### config.mk
export PLATFORM = sky130hd
export DESIGN_NAME = cascade_codec_port
export DESIGN_NICKNAME = d
export VERILOG_FILES = /design/src/rtl/cnode_pkg.sv /design/src/rtl/cnode_rx.sv /design/src/rtl/cnode_tx.sv /design/src/rtl/cnode_cfg.sv /design/src/rtl/cnode_route.sv /design/src/rtl/cascade_codec_port.sv
export SDC_FILE = /design/constraint.sdc
export NUM_CORES = 1
export LEC_CHECK = 0
export BUFFER_PORTS_ARGS = -buffer_cell sky130_fd_sc_hd__buf_2
export CAP_MARGIN = 20
export CORE_MARGIN = 2
export CORE_UTILIZATION = 45
export CTS_CLUSTER_SIZE = 40
export DETAILED_ROUTE_END_ITERATION = 8
export GPL_TIMING_DRIVEN = 0
export PLACE_DENSITY_LB_ADDON = 0.15
export SYNTH_ARGS = -nofsm -noshare
export SYNTH_HDL_FRONTEND = slang
export SYNTH_SLANG_ARGS = --single-unit
### constraint.sdc
create_clock -name clk -period 2.85 [get_ports clk]
set_clock_uncertainty 0.15 [all_clocks]
set_input_delay 0.1425 -clock clk [delete_from_list [all_inputs] [get_ports clk]]
set_output_delay 0.1425 -clock clk [all_outputs]
set_load 0.02 [all_outputs]
### src/rtl/cnode_pkg.sv
// Shared constants and the control-word layout for the cascadable codec port.
// Assumes a 16-bit serial word; all field widths derive from the constants below.
package cnode_pkg;
    localparam int WORD_W = 16;
    localparam int ADDR_W = 3;
    localparam int SEL_W  = 3;
    localparam int DATA_W = 8;
    localparam int PAD_W  = WORD_W - 1 - ADDR_W - SEL_W - DATA_W;
    localparam int CNT_W  = 3;
    localparam int NREG   = 3;

    // Register indices addressed by the select field
    localparam int REG_A = 0;
    localparam int REG_B = 1;
    localparam int REG_C = 2;

    // Field positions inside the registers
    localparam int MODE_BIT = 0;
    localparam int LEN_LSB  = 1;
    localparam int DIV_W    = 3;
    localparam int SCK_W    = 2;
    localparam int RATE_W   = 3;

    typedef struct packed {
        logic              ctl;
        logic [ADDR_W-1:0] addr;
        logic [SEL_W-1:0]  sel;
        logic [PAD_W-1:0]  pad;
        logic [DATA_W-1:0] data;
    } ctl_word_t;
endpackage

### src/rtl/cnode_rx.sv
// Serial receiver: waits for a one-clock frame sync, then shifts in W bits
// MSB first. It pulses done for one cycle with the assembled word.
// Assumes frame syncs that arrive during a word are not meaningful and ignores them.
module cnode_rx #(
    parameter int W = 16
) (
    input  logic         clk,
    input  logic         rst_n,
    input  logic         sin,
    input  logic         sin_fs,
    output logic         done,
    output logic [W-1:0] word
);
    localparam int CW = $clog2(W + 1);

    logic [W-1:0]  sh;
    logic [CW-1:0] left;

    // Shift in the frame bits and publish the completed word
    always_ff @(posedge clk) begin
        if (!rst_n) begin
            sh   <= '0;
            left <= '0;
            done <= 1'b0;
            word <= '0;
        end else begin
            done <= 1'b0;
            if (left != '0) begin
                sh   <= {sh[W-2:0], sin};
                left <= left - CW'(1);
                if (left == CW'(1)) begin
                    done <= 1'b1;
                    word <= {sh[W-2:0], sin};
                end
            end else if (sin_fs) begin
                left <= CW'(W);
            end
        end
    end
endmodule

### src/rtl/cnode_tx.sv
// Serial transmitter: on start it drives a one-clock frame sync, then W bits
// MSB first. Ready is high only when no word is in flight; a start while busy
// is ignored. Assumes the caller gates start with ready.
module cnode_tx #(
    parameter int W = 16
) (
    input  logic         clk,
    input  logic         rst_n,
    input  logic         start,
    input  logic [W-1:0] din,
    output logic         ready,
    output logic         sout,
    output logic         sout_fs
);
    localparam int CW = $clog2(W + 1);

    logic [W-1:0]  sh;
    logic [CW-1:0] left;

    assign ready = (left == '0);

    // Emit the frame sync, then shift the word out bit by bit
    always_ff @(posedge clk) begin
        if (!rst_n) begin
            sh      <= '0;
            left    <= '0;
            sout    <= 1'b0;
            sout_fs <= 1'b0;
        end else if (start && ready) begin
            sh      <= din;
            left    <= CW'(W);
            sout    <= 1'b0;
            sout_fs <= 1'b1;
        end else if (!ready) begin
            sout    <= sh[W-1];
            sh      <= {sh[W-2:0], 1'b0};
            left    <= left - CW'(1);
            sout_fs <= 1'b0;
        end else begin
            sout    <= 1'b0;
            sout_fs <= 1'b0;
        end
    end
endmodule

### src/rtl/cnode_cfg.sv
// Configuration bank: NREG registers of DW bits, one picked by wr_sel on
// each write. Select values beyond the bank are ignored. The registers are
// returned flattened, register 0 in the low bits.
module cnode_cfg #(
    parameter int NREG = 3,
    parameter int DW   = 8,
    parameter int SW   = 3
) (
    input  logic               clk,
    input  logic               rst_n,
    input  logic               wr_en,
    input  logic [SW-1:0]      wr_sel,
    input  logic [DW-1:0]      wr_data,
    output logic [NREG*DW-1:0] bank
);
    for (genvar g = 0; g < NREG; g++) begin : g_reg
        logic [DW-1:0] r;

        // Hold one configuration register, written when its index is selected
        always_ff @(posedge clk) begin
            if (!rst_n)
                r <= '0;
            else if (wr_en && (wr_sel == SW'(g)))
                r <= wr_data;
        end

        assign bank[g*DW +: DW] = r;
    end
endmodule

### src/rtl/cnode_route.sv
// Routing and data-mode logic. Program mode: it decodes received control
// words and either writes a register or forwards the word (decrementing a
// nonzero address). Data mode: it counts received frames and latches the one
// that completes the cascade into the DAC output. It also arbitrates the
// transmitter between sample events and forwards.
// Assumes rx_done is a single-cycle pulse.
module cnode_route
    import cnode_pkg::*;
(
    input  logic              clk,
    input  logic              rst_n,
    input  logic              rx_done,
    input  logic [WORD_W-1:0] rx_word,
    input  logic              sample_evt,
    input  logic [WORD_W-1:0] adc_word,
    input  logic              tx_ready,
    input  logic              data_mode,
    input  logic [CNT_W-1:0]  chain_len,
    output logic              tx_start,
    output logic [WORD_W-1:0] tx_word,
    output logic              cfg_we,
    output logic [SEL_W-1:0]  cfg_sel,
    output logic [DATA_W-1:0] cfg_data,
    output logic [WORD_W-1:0] dac_word,
    output logic              dac_load
);
    ctl_word_t        cw;
    ctl_word_t        fw;
    logic             fwd_req;
    logic             dac_hit;
    logic [CNT_W-1:0] frm_cnt;
    logic [CNT_W:0]   cnt_nxt;
    logic [CNT_W:0]   thr;

    assign cw       = ctl_word_t'(rx_word);
    assign cfg_sel  = cw.sel;
    assign cfg_data = cw.data;
    assign cnt_nxt  = {1'b0, frm_cnt} + (CNT_W+1)'(1);
    assign thr      = (chain_len == '0) ? (CNT_W+1)'(1) : {1'b0, chain_len};

    // Decide what a completed received word does in the current mode
    always_comb begin
        cfg_we  = 1'b0;
        fwd_req = 1'b0;
        dac_hit = 1'b0;
        fw      = cw;
        if (rx_done) begin
            if (!data_mode) begin
                if (cw.ctl && (cw.addr == '0)) begin
                    cfg_we = 1'b1;
                end else begin
                    fwd_req = 1'b1;
                    if (cw.ctl)
                        fw.addr = cw.addr - ADDR_W'(1);
                end
            end else if (cnt_nxt == thr) begin
                dac_hit = 1'b1;
            end else begin
                fwd_req = 1'b1;
            end
        end
    end

    // Give the transmitter to the sample event first, otherwise to a forward
    always_comb begin
        tx_start = tx_ready && (sample_evt || fwd_req);
        tx_word  = sample_evt ? adc_word : WORD_W'(fw);
    end

    // Count data-mode frames; a write to register A restarts the count
    always_ff @(posedge clk) begin
        if (!rst_n)
            frm_cnt <= '0;
        else if (cfg_we && (cw.sel == SEL_W'(REG_A)))
            frm_cnt <= '0;
        else if (rx_done && data_mode)
            frm_cnt <= dac_hit ? '0 : cnt_nxt[CNT_W-1:0];
    end

    // Latch the DAC word and pulse its strobe when the cascade is complete
    always_ff @(posedge clk) begin
        if (!rst_n) begin
            dac_word <= '0;
            dac_load <= 1'b0;
        end else begin
            dac_load <= dac_hit;
            if (dac_hit)
                dac_word <= rx_word;
        end
    end
endmodule

### src/rtl/cascade_codec_port.sv
// Top of one cascadable codec serial-port node: receiver, router, config
// bank and transmitter. The serial bit clock is clk itself. Register fields
// are exported as plain outputs.
module cascade_codec_port
    import cnode_pkg::*;
(
    input  logic              clk,
    input  logic              rst_n,
    input  logic              ser_in,
    input  logic              ser_in_fs,
    output logic              ser_out,
    output logic              ser_out_fs,
    input  logic              sample_evt,
    input  logic [WORD_W-1:0] adc_word,
    output logic [WORD_W-1:0] dac_word,
    output logic              dac_load,
    output logic              data_mode,
    output logic [CNT_W-1:0]  chain_len,
    output logic [DIV_W-1:0]  mclk_div,
    output logic [SCK_W-1:0]  sclk_rate,
    output logic [RATE_W-1:0] fs_rate,
    output logic [DATA_W-1:0] pwr_en
);
    logic                   rx_done;
    logic [WORD_W-1:0]      rx_word;
    logic                   tx_start;
    logic                   tx_ready;
    logic [WORD_W-1:0]      tx_word;
    logic                   cfg_we;
    logic [SEL_W-1:0]       cfg_sel;
    logic [DATA_W-1:0]      cfg_data;
    logic [NREG*DATA_W-1:0] bank;
    logic [DATA_W-1:0]      reg_a;
    logic [DATA_W-1:0]      reg_b;
    logic [DATA_W-1:0]      reg_c;

    assign reg_a     = bank[REG_A*DATA_W +: DATA_W];
    assign reg_b     = bank[REG_B*DATA_W +: DATA_W];
    assign reg_c     = bank[REG_C*DATA_W +: DATA_W];
    assign data_mode = reg_a[MODE_BIT];
    assign chain_len = reg_a[LEN_LSB +: CNT_W];
    assign mclk_div  = reg_b[0 +: DIV_W];
    assign sclk_rate = reg_b[DIV_W +: SCK_W];
    assign fs_rate   = reg_b[DIV_W+SCK_W +: RATE_W];
    assign pwr_en    = reg_c;

    cnode_rx #(.W(WORD_W)) u_rx (
        .clk    (clk),
        .rst_n  (rst_n),
        .sin    (ser_in),
        .sin_fs (ser_in_fs),
        .done   (rx_done),
        .word   (rx_word)
    );

    cnode_route u_route (
        .clk        (clk),
        .rst_n      (rst_n),
        .rx_done    (rx_done),
        .rx_word    (rx_word),
        .sample_evt (sample_evt),
        .adc_word   (adc_word),
        .tx_ready   (tx_ready),
        .data_mode  (data_mode),
        .chain_len  (chain_len),
        .tx_start   (tx_start),
        .tx_word    (tx_word),
        .cfg_we     (cfg_we),
        .cfg_sel    (cfg_sel),
        .cfg_data   (cfg_data),
        .dac_word   (dac_word),
        .dac_load   (dac_load)
    );

    cnode_cfg #(.NREG(NREG), .DW(DATA_W), .SW(SEL_W)) u_cfg (
        .clk     (clk),
        .rst_n   (rst_n),
        .wr_en   (cfg_we),
        .wr_sel  (cfg_sel),
        .wr_data (cfg_data),
        .bank    (bank)
    );

    cnode_tx #(.W(WORD_W)) u_tx (
        .clk     (clk),
        .rst_n   (rst_n),
        .start   (tx_start),
        .din     (tx_word),
        .ready   (tx_ready),
        .sout    (ser_out),
        .sout_fs (ser_out_fs)
    );
endmodule

==> results of run 1 <==
cell type report:
type / count / area, um2 / area share [%]
well taps: 133 / 166 / 3.21
clock buffers: 9 / 124 / 2.39
flip-flops and latches: 100 / 2000 / 38.6
multi-input cells: 365 / 2330 / 45.0
inverters: 9 / 33.8 / 0.651
clock inverters: 7 / 71.3 / 1.37
plain buffers: 34 / 146 / 2.82
repair buffers: 60 / 310 / 5.98
repair_timing:
action                                 CTS  global route
endpoints found under the hold margin    4             0
gates resized for setup                  0             1
hold buffers                             2             0
setup buffers                            0             0
setup endpoints to repair                0             1
worst min-delay path, stage by stage:
cell	delay, ns
buf_2	0.09
a221oi_1	0.09
a211oi_1	0.17
worst max-delay path by stage:
stage	from	endpoint	cells after the start
4_1_cts	u_tx.left[0]	u_tx.sh[9]	6
6_report	u_route.frm_cnt[0]	u_tx.sh[6]	7
3_3_place_gp	u_tx.left[0]	u_tx.sh[9]	6
2_1_floorplan	u_route.frm_cnt[0]	u_tx.sh[3]	7
3_5_place_dp	u_tx.left[0]	u_tx.sh[9]	6
5_1_grt	u_route.frm_cnt[0]	u_tx.sh[7]	6
placed cells by master, fill, tap and decap left out, types with 5 or more instances in the layout:
master     count
nand2_1      104
dfxtp_1      100
buf_2         61
a21boi_0      32
clkbuf_1      29
nor2b_1       26
mux2i_1       23
nand3_1       21
nor2_1        21
nand2b_1      12
o2111ai_1     12
o21ai_0       11
or4_1         11
inv_1          9
clkbuf_8       9
nor3_1         7
a21oi_1        7
ha_1           6
o221ai_2       5
and3_1         5
a31o_2         5
flip-flops by register name, indices dropped and copies added (netlist names):
signal and flops:
u_cfg.g.r 20, u_route.dac_load 1, u_route.dac_word 16, u_route.frm_cnt 3
u_rx.done 1, u_rx.left 5, u_rx.sh 15, u_rx.word 16
u_tx.left 5, u_tx.sh 16, u_tx.sout 1, u_tx.sout_fs 1
power by group through the flow:
stage	logic [mW]	registers [mW]	clock network [mW]
floorplan	0.742	1.64	0
global placement	0.980	1.66	0
detailed placement	0.994	1.66	0
CTS	1.00	1.63	0.924
global route	1.14	1.65	0.980
finish	1.03	1.64	0.907
metal layers:
| layer | GRT usage [%] | wire, um | share of wire (%) |
|---|---|---|---|
| met3 | 3.38 | 574 | 5.0 |
| met4 | 8.69 | 296 | 2.6 |
| met5 | 0 | 0 | 0 |
| met1 | 28.8 | 5340 | 46 |
| met2 | 35.6 | 5370 | 46 |
cells by family after synthesis:
| group | after synthesis | synth area share, % |
|---|---|---|
| compound gates | 100 | 17.7 |
| simple gates | 230 | 25.5 |
| xor+xnor | 6 | 1.64 |
| fa+ha+maj | 6 | 1.67 |
| buf+inv | 43 | 4.00 |
| flops | 100 | 44.4 |
| mux | 23 | 5.11 |
through the flow:
stage / power (mW) / util, %
floorplan: 2.39 / -
global placement: 2.64 / 51.0
detailed placement: 2.66 / 51.0
CTS: 3.55 / 53.2
global route: 3.78 / 53.3
finish: 3.57 / 53.3
==> metrics.md, run 1 <==
| Metric | Value |
|---|---|
| # setup viols final | 0 |
| CP arrival | 2.77 ns |
| Port Buffers | 58 |
| Max-capacitance violation count | 0 |
| Post-place instance area | 0.00496 mm2 |
| Dpl ws | 0.247 ns |
| Max-slew violations | 0 |
| GRT overflow | 0 |
| DRC errors left | 0 |
| FF-to-FF setup slack | 0.22 ns |
| Area grow syn2layout | 15.1% |
| Largest area contributor in the netlist | dfxtp_1 |
| Comb power frac | 28.7% |
| Fill count | 920 |
| LEAKAGE | 2.05 nW |
| Synth Register Bits | 100 |
| Vias in the first global route | 3664 |
| FP Rows | 36 |
| Final instance area | 0.00519 mm2 |
| Hold/Removal Path Class | in2reg |
| Worst r2r dst | u_tx.sh[6] |
| Initial antenna violation count | 0 |
| FF-to-FF Start | u_route.frm_cnt[0] |
| Critical Path Max Stage Delay | 0.55 ns |
| Ys async rst share | 0% |
| Worst path cell trace | ha_1, xnor2_1, nand2_1, a221o_1, buf_2, or4_1, o221ai_2 |
| Share of the synthesized area in the top cell type | 44.4% |
| Core Region | 0.00973 mm2 |
| Yosys warns | 0 |
| Worst path required time | 2.99 ns |
| Maximum clock path buffer count | 2 |
| Flop pwr share | 45.9% |
| CTS tree | built |
| Setup TNS | 0 ns |
| Hold slack | 0.00502 ns |
| Critical path's slowest cell | or4_1 |
| Worst Hold Launch | adc_word[0] |
| Startpoint types | flip-flop |
| Syn avg cell area | 8.87 um2 |
| Sw Share | 37.9% |
| Initial core utilization | 46.3% |
| 1st-iter DRT viols | 240 |
| Largest net degree at the start of global routing | 20 |
| Routed WL per cell | 16.1 um |
| Final antenna-violating net count | 0 |
| Overall routing resource usage | 21.7% |
| First-pass GRT wire length | 18.7 mm |
| Reg clk slew, reported paths | 0.12 ns |
| Clock Power Share | 25.4% |
| Worst setup EP type | flip-flop |
| Die H | 104 um |
| Layout cells sized above 1 | 17.1% |
| Minimum clock period | 2.63 ns |
| Min-Delay Endpoint | u_tx.sh[0] |
| Non-Filler Instances | 717 |
| Post-synth cell types | 56 |
| Die width | 104 um |
| Status | finished clean |
| RSZ-0062 raised after global routing | no |
| Family with the most delay on the worst path | simple AND/OR/NAND/NOR gates |
| Antenna Cells | 0 |
| TritonCTS Sinks | 100 |
| DP HPWL | 8.51 mm |
| Setup ws final | 0.222 ns |
| Clock Latency Late Sink | 0.38 ns |
| Sw Pwr | 1.35 mW |
| Vias | 3928 |
| Placed instance count | 699 |
| Relative slew slack | 43.0% |
| H-Tree Depth | 3 |
| Routed vias/inst | 5.48 |
| Power density cells | 688 mW/mm2 |
| Post-Route WL | 11.6 mm |
| Worst-margin pin slew | 0.856 ns |
| # IOs | 60 |
| Hold path depth | 3 |
| Gpl congestion | 0.895 |
| EDFF count, synth | 0 |
| Root buf cell | clkbuf_8 |
| Internal | 2.22 mW |
| CP bufs+invs | 1 |
| TritonRoute pass-1 iters | 5 |
| Top post-synthesis cells by area | dfxtp_1 (44%), nand2_1 (8.7%), a21boi_0 (5.3%) |
| Critical path class | reg2reg |
| Worst-path fanout max | 10 |
| TritonCTS Buffers | 9 |
| Final hold vios | 0 |
| Main synth FF type | dfxtp_1 |
| Post-synthesis cell area | 0.00451 mm2 |
| Layout net count | 606 |
| Period utilization | 92.2% |
| Seq/Total Area, Yosys | 44.4% |
| Count leader, synth | nand2_1 |
| Reg2reg path depth | 7 |
| Post-synth top cells | nand2_1 (104), dfxtp_1 (100), a21boi_0 (32) |
| FMAX | 0.381 GHz |
| Syn nets | 535 |
| Die area | 0.0108 mm2 |
| Post-Syn Instances | 508 |
| Largest vdd supply drop | 283 uV |
Note: power is estimated with default switching activity, not from simulation.
==> run 2, diff against run 1 <==
--- a/config.mk
+++ b/config.mk
@@ -5,6 +5,7 @@
 export SDC_FILE = /design/constraint.sdc
 export NUM_CORES = 1
 export LEC_CHECK = 0
+export ABC_AREA = 1
 export BUFFER_PORTS_ARGS = -buffer_cell sky130_fd_sc_hd__buf_2
 export CAP_MARGIN = 20
 export CORE_MARGIN = 2
==> run 2 against run 1 <==
  * Highest routed layer unchanged
  * First-iteration DRC count down 30%
  * Power up 18%
  * Critical endpoint is now u_route.dac_word[10]
  * Flip-flop and latch count unchanged
  * Clock-buffer cell count unchanged
  * Worst setup slack gained 0.56 ns
  * Global-route usage is 0.11 points lower
  * Synthesized cell count grew 6.9%
  * Critical path depth is 2 higher
  * Via count shrank 5.0%
==> metrics.md, run 2 <==
| Metric | Value |
|---|---|
| Routed vias/inst | 5.09 (-7.0%) |
| Hold/Removal Path Class | in2reg |
| Count leader, synth | nand2_1 |
| Hold path depth | 3 (unchanged) |
| Largest area contributor in the netlist | dfxtp_1 |
| Largest Register | u_cfg.g.r |
| LEAKAGE | 2.24 nW (+8.9%) |
| TritonRoute pass-1 iters | 4 (-1) |
| Root buf cell | clkbuf_8 |
| Startpoint types | flip-flop |
| Post-place instance area | 0.00459 mm2 (-7.5%) |
| Period utilization | 72.4% (-20 points) |
| Max-slew violations | 0 (unchanged) |
| Clock Latency Late Sink | 0.37 ns (about the same) |
| Commonest non-fill, non-tap cell in the layout | nand2_1 |
| Seq/Total Area, Yosys | 48.0% (+3.6 points) |
| Met2 usage | 37.6% (+2.0 points) |
| Largest net degree at the start of global routing | 19 (-5.0%) |
| Overall routing resource usage | 21.6% (-0.11 points) |
| Most frequent cells in the layout | nand2_1 (102), dfxtp_1 (100), o21ai_0 (71) |
| RSZ-0062 raised after global routing | no |
| Pwr Total | 4.22 mW (+18%) |
| Maximum clock path buffer count | 2 (unchanged) |
| Initial antenna violation count | 0 (unchanged) |
| Largest vdd supply drop | 663 uV (+130%) |
| Number of setup buffers added after CTS | 0 (unchanged) |
| Met3 Usage GRT | 4.46% (+1.1 points) |
| Critical path class | reg2reg |
| Final hold vios | 0 (unchanged) |
| Worst r2r dst | u_route.dac_word[10] |
| DRC errors left | 0 (unchanged) |
| Gpl congestion | 0.869 (-2.9%) |
| FP Rows | 35 (-2.8%) |
| Min-Delay Endpoint | u_tx.sout |
| TritonCTS Sinks | 100 (unchanged) |
| Syn avg cell area | 7.67 um2 (-14%) |
| Vias | 3733 (-5.0%) |
| Routed WL per cell | 14.2 um (-12%) |
| Post-Syn Instances | 543 (+6.9%) |
| H-Tree Depth | 3 (unchanged) |
| Post-synth top cells | nand2_1 (102), dfxtp_1 (100), o21ai_0 (71) |
| Layout cells sized above 1 | 17.7% (+0.56 points) |
| Worst setup EP type | flip-flop |
| FF-to-FF Start | u_route.frm_cnt[0] |
| Max FFs per register | 20 (unchanged) |
| Fill count | 899 (-2.3%) |
| Top post-synthesis cells by area | dfxtp_1 (48%), nand2_1 (9.2%), o21ai_0 (8.5%) |
| Post-synthesis cell area | 0.00417 mm2 (-7.6%) |
| # IOs | 60 (unchanged) |
| Vias in the first global route | 3556 (-2.9%) |
| Post-synth cell types | 34 (-39%) |
| First-pass GRT wire length | 17.0 mm (-9.4%) |
| Fin util | 53.3% (about the same) |
| Reg2reg path depth | 9 (+2) |
| EDFF count, synth | 0 (unchanged) |
| Max-capacitance violation count | 0 (unchanged) |
| Die area | 0.0100 mm2 (-7.3%) |
| Final antenna-violating net count | 0 (unchanged) |
| Relative slew slack | 58.0% (+15 points) |
| Status | finished clean |
| Die width | 100 um (-3.7%) |
| Post-Route WL | 10.4 mm (-10%) |
| Antenna Cells | 0 (unchanged) |
| Final instance area | 0.00486 mm2 (-6.4%) |
| Share of the synthesized area in the top cell type | 48.0% (+3.6 points) |
| Port Buffers | 57 (-1.7%) |
| TritonCTS Buffers | 9 (unchanged) |
| Setup TNS | 0 ns (unchanged) |
| Worst-margin pin slew | 0.630 ns (-0.225 ns) |
| Syn nets | 570 (+6.5%) |
| Minimum clock period | 2.06 ns (-0.564 ns) |
| Synth Register Bits | 100 (unchanged) |
| Main synth FF type | dfxtp_1 |
| Area grow syn2layout | 16.6% |
| Worst path required time | 3.00 ns (about the same) |
| Die H | 100 um (-3.7%) |
| CTS tree | built |
| Core Region | 0.00911 mm2 (-6.4%) |
| DP HPWL | 7.67 mm (-9.8%) |
| 1st-iter DRT viols | 168 (-30%) |
| GRT overflow | 0 (unchanged) |
| Ys async rst share | 0% (unchanged) |
| Yosys warns | 0 (unchanged) |
| FMAX | 0.485 GHz (+27%) |
| Met1 GRT Util | 27.1% (-1.7 points) |
| Power density cells | 868 mW/mm2 (+26%) |
| Worst-path fanout max | 10 (unchanged) |
| FF-to-FF setup slack | 0.79 ns (+0.56 ns) |
| Initial core utilization | 45.7% (-0.59 points) |
| Reg clk slew, reported paths | 0.10 ns (-0.02 ns) |
| Layout net count | 644 (+6.3%) |
| Global route hottest layer | met2 |
| # setup viols final | 0 (unchanged) |
| CP arrival | 2.22 ns (-0.55 ns) |
| Worst Hold Launch | rst_n |
## run 2: changes by cell type in the layout (fill, tap and decap cells not counted), moves of 18 or more
cell,change
o21ai_0,+60
a21oi_1,+47
inv_1,+39
a21boi_0,-32
nor2_1,+30
nor2b_1,-26
mux2i_1,-23
clkbuf_1,-18
## run 2: cell families (layout without fill, tap and decap cells)
| logic type | count (synthesis) | count (layout) | share of synthesized area [%] |
|---|---|---|---|
| flip-flops | 100 | 100 | 48.0 |
| AND/OR/NAND/NOR | 216 | 216 | 23.8 |
| AO/OA/AOI/OAI | 138 | 138 | 17.8 |
| XOR/XNOR | 3 | 3 | 0.631 |
| buffers and inverters | 80 | 159 | 7.90 |
| adder cells (fa/ha/maj) | 6 | 6 | 1.80 |
## run 2: report_power, final
group / switching [mW] / internal, mW
combinational: 0.977 / 0.462
sequential: 0.160 / 1.67
clock: 0.525 / 0.418
total: 1.66 / 2.55
## run 2: worst max path at each step
stage | to | from | slack (ns) | cells after the start
5_1_grt | u_route.dac_word[10] | u_route.frm_cnt[0] | 0.60 | 9
4_1_cts | u_route.dac_word[10] | u_route.frm_cnt[0] | 0.77 | 9
3_3_place_gp | u_route.dac_word[11] | u_route.frm_cnt[0] | 0.82 | 9
2_1_floorplan | u_tx.sh[5] | u_route.frm_cnt[0] | 1.08 | 12
3_5_place_dp | u_route.dac_word[10] | u_route.frm_cnt[0] | 0.80 | 9
6_report | u_route.dac_word[10] | u_route.frm_cnt[0] | 0.79 | 9
## run 2: per-layer routing
layer  part of all wire, %  wire length, um
met5                     0                0
met2                    49             5150
met4                  0.98              102
met3                   3.1              322
met1                    46             4840
## run 2: repair_timing
item / CTS / global route
hold endpoints to repair: 9 / 0
hold buffers: 6 / 0
gates resized for setup: 0 / 0
endpoints found under the setup margin: 0 / 0
## run 2: final cells by class
type,instances,area [um2],share of cell area (%)
plain buffers,26,126,2.60
clock buffers,9,124,2.55
clock inverters,7,83.8,1.73
inverters,54,203,4.17
multi-input cells,363,1840,37.8
flip-flops and latches,100,2000,41.2
well taps,111,139,2.86
repair buffers,63,345,7.11
## run 2: worst max-delay path: stages, from the launching register on
cell	delay, ns
dfxtp_1	0.34
ha_1	0.33
inv_1	0.06
nand2_1	0.05
a21oi_1	0.15
nand3_2	0.15
nor2_2	0.25
buf_2	0.27
o21ai_0	0.10
a21oi_1	0.15
## run 2: metrics by stage
| stage | instances | setup WS, ns | hold WS [ns] |
|---|---|---|---|
| after global placement | 711 | 0.820 | 0.272 |
| after floorplan | 543 | 1.08 | 0.159 |
| after CTS | 733 | 0.771 | 0.00616 |
| after global routing | 733 | 0.597 | 0.0315 |
| final | 733 | 0.786 | 0.0262 |
| after detailed placement | 711 | 0.798 | 0.278 |
==> run 3, diff against run 2 <==
==> constraint.sdc (replaced) <==
create_clock -name clk -period 1.8 [get_ports clk]
set_clock_uncertainty 0.15 [all_clocks]
set_input_delay 0.09 -clock clk [delete_from_list [all_inputs] [get_ports clk]]
set_output_delay 0.09 -clock clk [all_outputs]
set_load 0.02 [all_outputs]
==> run 3 against run 2 <==
  * The run now ends with setup timing left
  * Combinational power up 85%
  * Final cell count is 4.1% higher
  * Via count increased by 5.4%
  * Maximum frequency rose by 10%
  * Flip-flop and latch count unchanged
  * Sequential power grew 60%
  * Utilization rose by 4.8 points
  * Power up 68%
  * First-iteration DRC count increased by 0.60%
  * Register-to-register slack worse by 0.86 ns
  * Die area unchanged
  * Critical path depth grew 2
  * Critical path type unchanged
  * Largest power group unchanged
  * Highest routed layer unchanged
==> metrics.md, run 3 (same netlist as run 2, synthesis figures left out) <==
| Metric | Value |
|---|---|
| FMAX | 0.533 GHz (+10%) |
| Initial antenna violation count | 0 (unchanged) |
| Layout cells sized above 1 | 26.4% (+8.7 points) |
| TritonCTS Sinks | 100 (unchanged) |
| Final hold vios | 0 (unchanged) |
| Post-place instance area | 0.00459 mm2 (unchanged) |
| Worst Hold Launch | adc_word[8] |
| Final instance area | 0.00530 mm2 (+9.1%) |
| Vias in the first global route | 3742 (+5.2%) |
| FF-to-FF Start | u_route.frm_cnt[0] |
| Critical path's slowest cell | dfxtp_4 |
| Worst path required time | 1.92 ns (-1.08 ns) |
| Root buf cell | clkbuf_8 |
| Status | finished, violations left |
| Core Region | 0.00911 mm2 (unchanged) |
| CP bufs+invs | 2 (unchanged) |
| Routed vias/inst | 5.16 (+1.3%) |
| Crit path depth | 11 (+2) |
| Reg2reg path depth | 11 (+2) |
| CTS tree | built |
| Setup ws final | -0.0756 ns (-0.862 ns) |
| Gpl congestion | 0.869 (unchanged) |
| Final antenna-violating net count | 0 (unchanged) |
| Clock Latency Late Sink | 0.37 ns (about the same) |
| 1st-iter DRT viols | 169 (+0.60%) |
| Failing checks | setup timing |
| Critical path class | reg2reg |
| Maximum clock path buffer count | 2 (unchanged) |
| FP Rows | 35 (unchanged) |
| Die H | 100 um (unchanged) |
| Largest vdd supply drop | 948 uV (+43%) |
| Minimum clock period | 1.88 ns (-0.188 ns) |
| Dpl ws | -0.252 ns (-1.05 ns) |
| Critical Path Max Stage Delay | 0.37 ns (+0.03 ns) |
| Die area | 0.0100 mm2 (unchanged) |
| Largest net degree at the start of global routing | 19 (unchanged) |
| Area grow syn2layout | 27.2% |
| # IOs | 60 (unchanged) |
| Initial core utilization | 45.7% (unchanged) |
| Max-capacitance violation count | 0 (unchanged) |
| Fill count | 858 (-4.6%) |
| Post-Route WL | 11.3 mm (+8.5%) |
| Max-slew violations | 0 (unchanged) |
| Power density cells | 1330 mW/mm2 (+54%) |
| Crit. Startpoint | u_route.frm_cnt[0] |
| H-Tree Depth | 3 (unchanged) |
| RSZ-0062 raised after global routing | yes |
| DRC errors left | 0 (unchanged) |
| Most frequent cells in the layout | nand2_1 (99), dfxtp_1 (96), buf_2 (61) |
| Max FFs per register | 20 (unchanged) |
| Hold path depth | 7 (+4) |
| Worst setup EP type | flip-flop |
| Startpoint types | flip-flop |
| Port Buffers | 57 (unchanged) |
| Worst-path fanout max | 5 (-5) |
| Hold/Removal Path Class | in2reg |
| CP arrival | 2.00 ns (-0.22 ns) |
| DP HPWL | 7.67 mm (unchanged) |
| Overall routing resource usage | 23.1% (+1.4 points) |
| Commonest non-fill, non-tap cell in the layout | nand2_1 |
| Worst path cell trace | ha_4, nand2_2, a21oi_2, nand3_2, nand2_4, nand2_4, buf_4, nand3_1, nand3_1, nand2_1, inv_1 |
| Multi-input logic area | 0.00199 mm2 (+8.3%) |
| Period utilization | 104% (+32 points) |
| Storage cell area | 0.00201 mm2 (+0.38%) |
| TritonCTS Buffers | 9 (unchanged) |
| First-pass GRT wire length | 18.0 mm (+6.1%) |
| # setup viols final | 34 (+34) |
| Relative slew slack | 59.9% (+1.9 points) |
| Layout net count | 674 (+4.7%) |
| LEAKAGE | 2.43 nW (+8.8%) |
| Routed WL per cell | 14.8 um (+4.3%) |
| Reg clk slew, reported paths | 0.10 ns (about the same) |
| Largest Register | u_cfg.g.r |
| TritonRoute pass-1 iters | 4 (unchanged) |
| GRT overflow | 0 (unchanged) |
| Family with the most delay on the worst path | simple AND/OR/NAND/NOR gates |
| Vias | 3935 (+5.4%) |
| Antenna Cells | 0 (unchanged) |
| Die width | 100 um (unchanged) |
| Worst-margin pin slew | 0.602 ns (-0.0283 ns) |
run 3: through the flow:
step	cells	power (mW)	util (%)	hold slack (ns)	TNS [ns]
6_report	763	7.07	58.2	0.0317	-1.42
5_1_grt	763	7.55	58.2	0.0433	-4.04
4_1_cts	758	6.91	56.5	0.00513	-0.314
3_5_place_dp	711	5.22	50.4	0.226	-7.38
3_3_place_gp	711	5.16	50.4	0.219	-6.05
2_1_floorplan	543	4.62	-	0.106	0
run 3: cell type report:
type,instances,area share (%)
clock inverter,7,1.58
sequential,100,37.9
tap,111,2.62
clock buffer,9,2.34
timing repair buffer,92,11.0
buffer,26,3.12
inverter,54,3.92
multi-input combinational,364,37.5
run 3: power breakdown:
part	internal, mW	switching, mW
Clock	0.661	0.813
Combinational	0.935	1.73
Sequential	2.65	0.271
run 3: worst register-to-register path, cell delays in order, from the launching register on:
cell,delay (ns)
dfxtp_4,0.37
ha_4,0.28
nand2_2,0.05
a21oi_2,0.15
nand3_2,0.15
nand2_4,0.16
nand2_4,0.10
buf_4,0.15
nand3_1,0.06
nand3_1,0.06
nand2_1,0.06
inv_1,0.04
run 3: path summary, 6_finish.rpt:
| check | end | slack [ns] |
|---|---|---|
| setup reg to reg | u_tx.sh[1] | -0.08 |
| hold / removal | u_tx.sh[8] | 0.03 |
| hold reg to reg | u_tx.sh[11] | 0.30 |
| setup / recovery | u_tx.sh[1] | -0.08 |
run 3: routing by layer:
metal	up-vias	track usage, %	share of wire, %
li1	2003	-	-
met1	1839	28.8	44
met2	77	39.5	50
met3	16	4.74	3.4
met4	0	8.01	1.8
met5	-	0	0
run 3: timing repair:
item                       CTS  global route
hold endpoints to repair    17             0
setup buffers               15             4
resized for setup           30            54
pin swaps                   13             5
setup endpoints to repair   71            80
cloned                       4             1
hold buffers                12             0
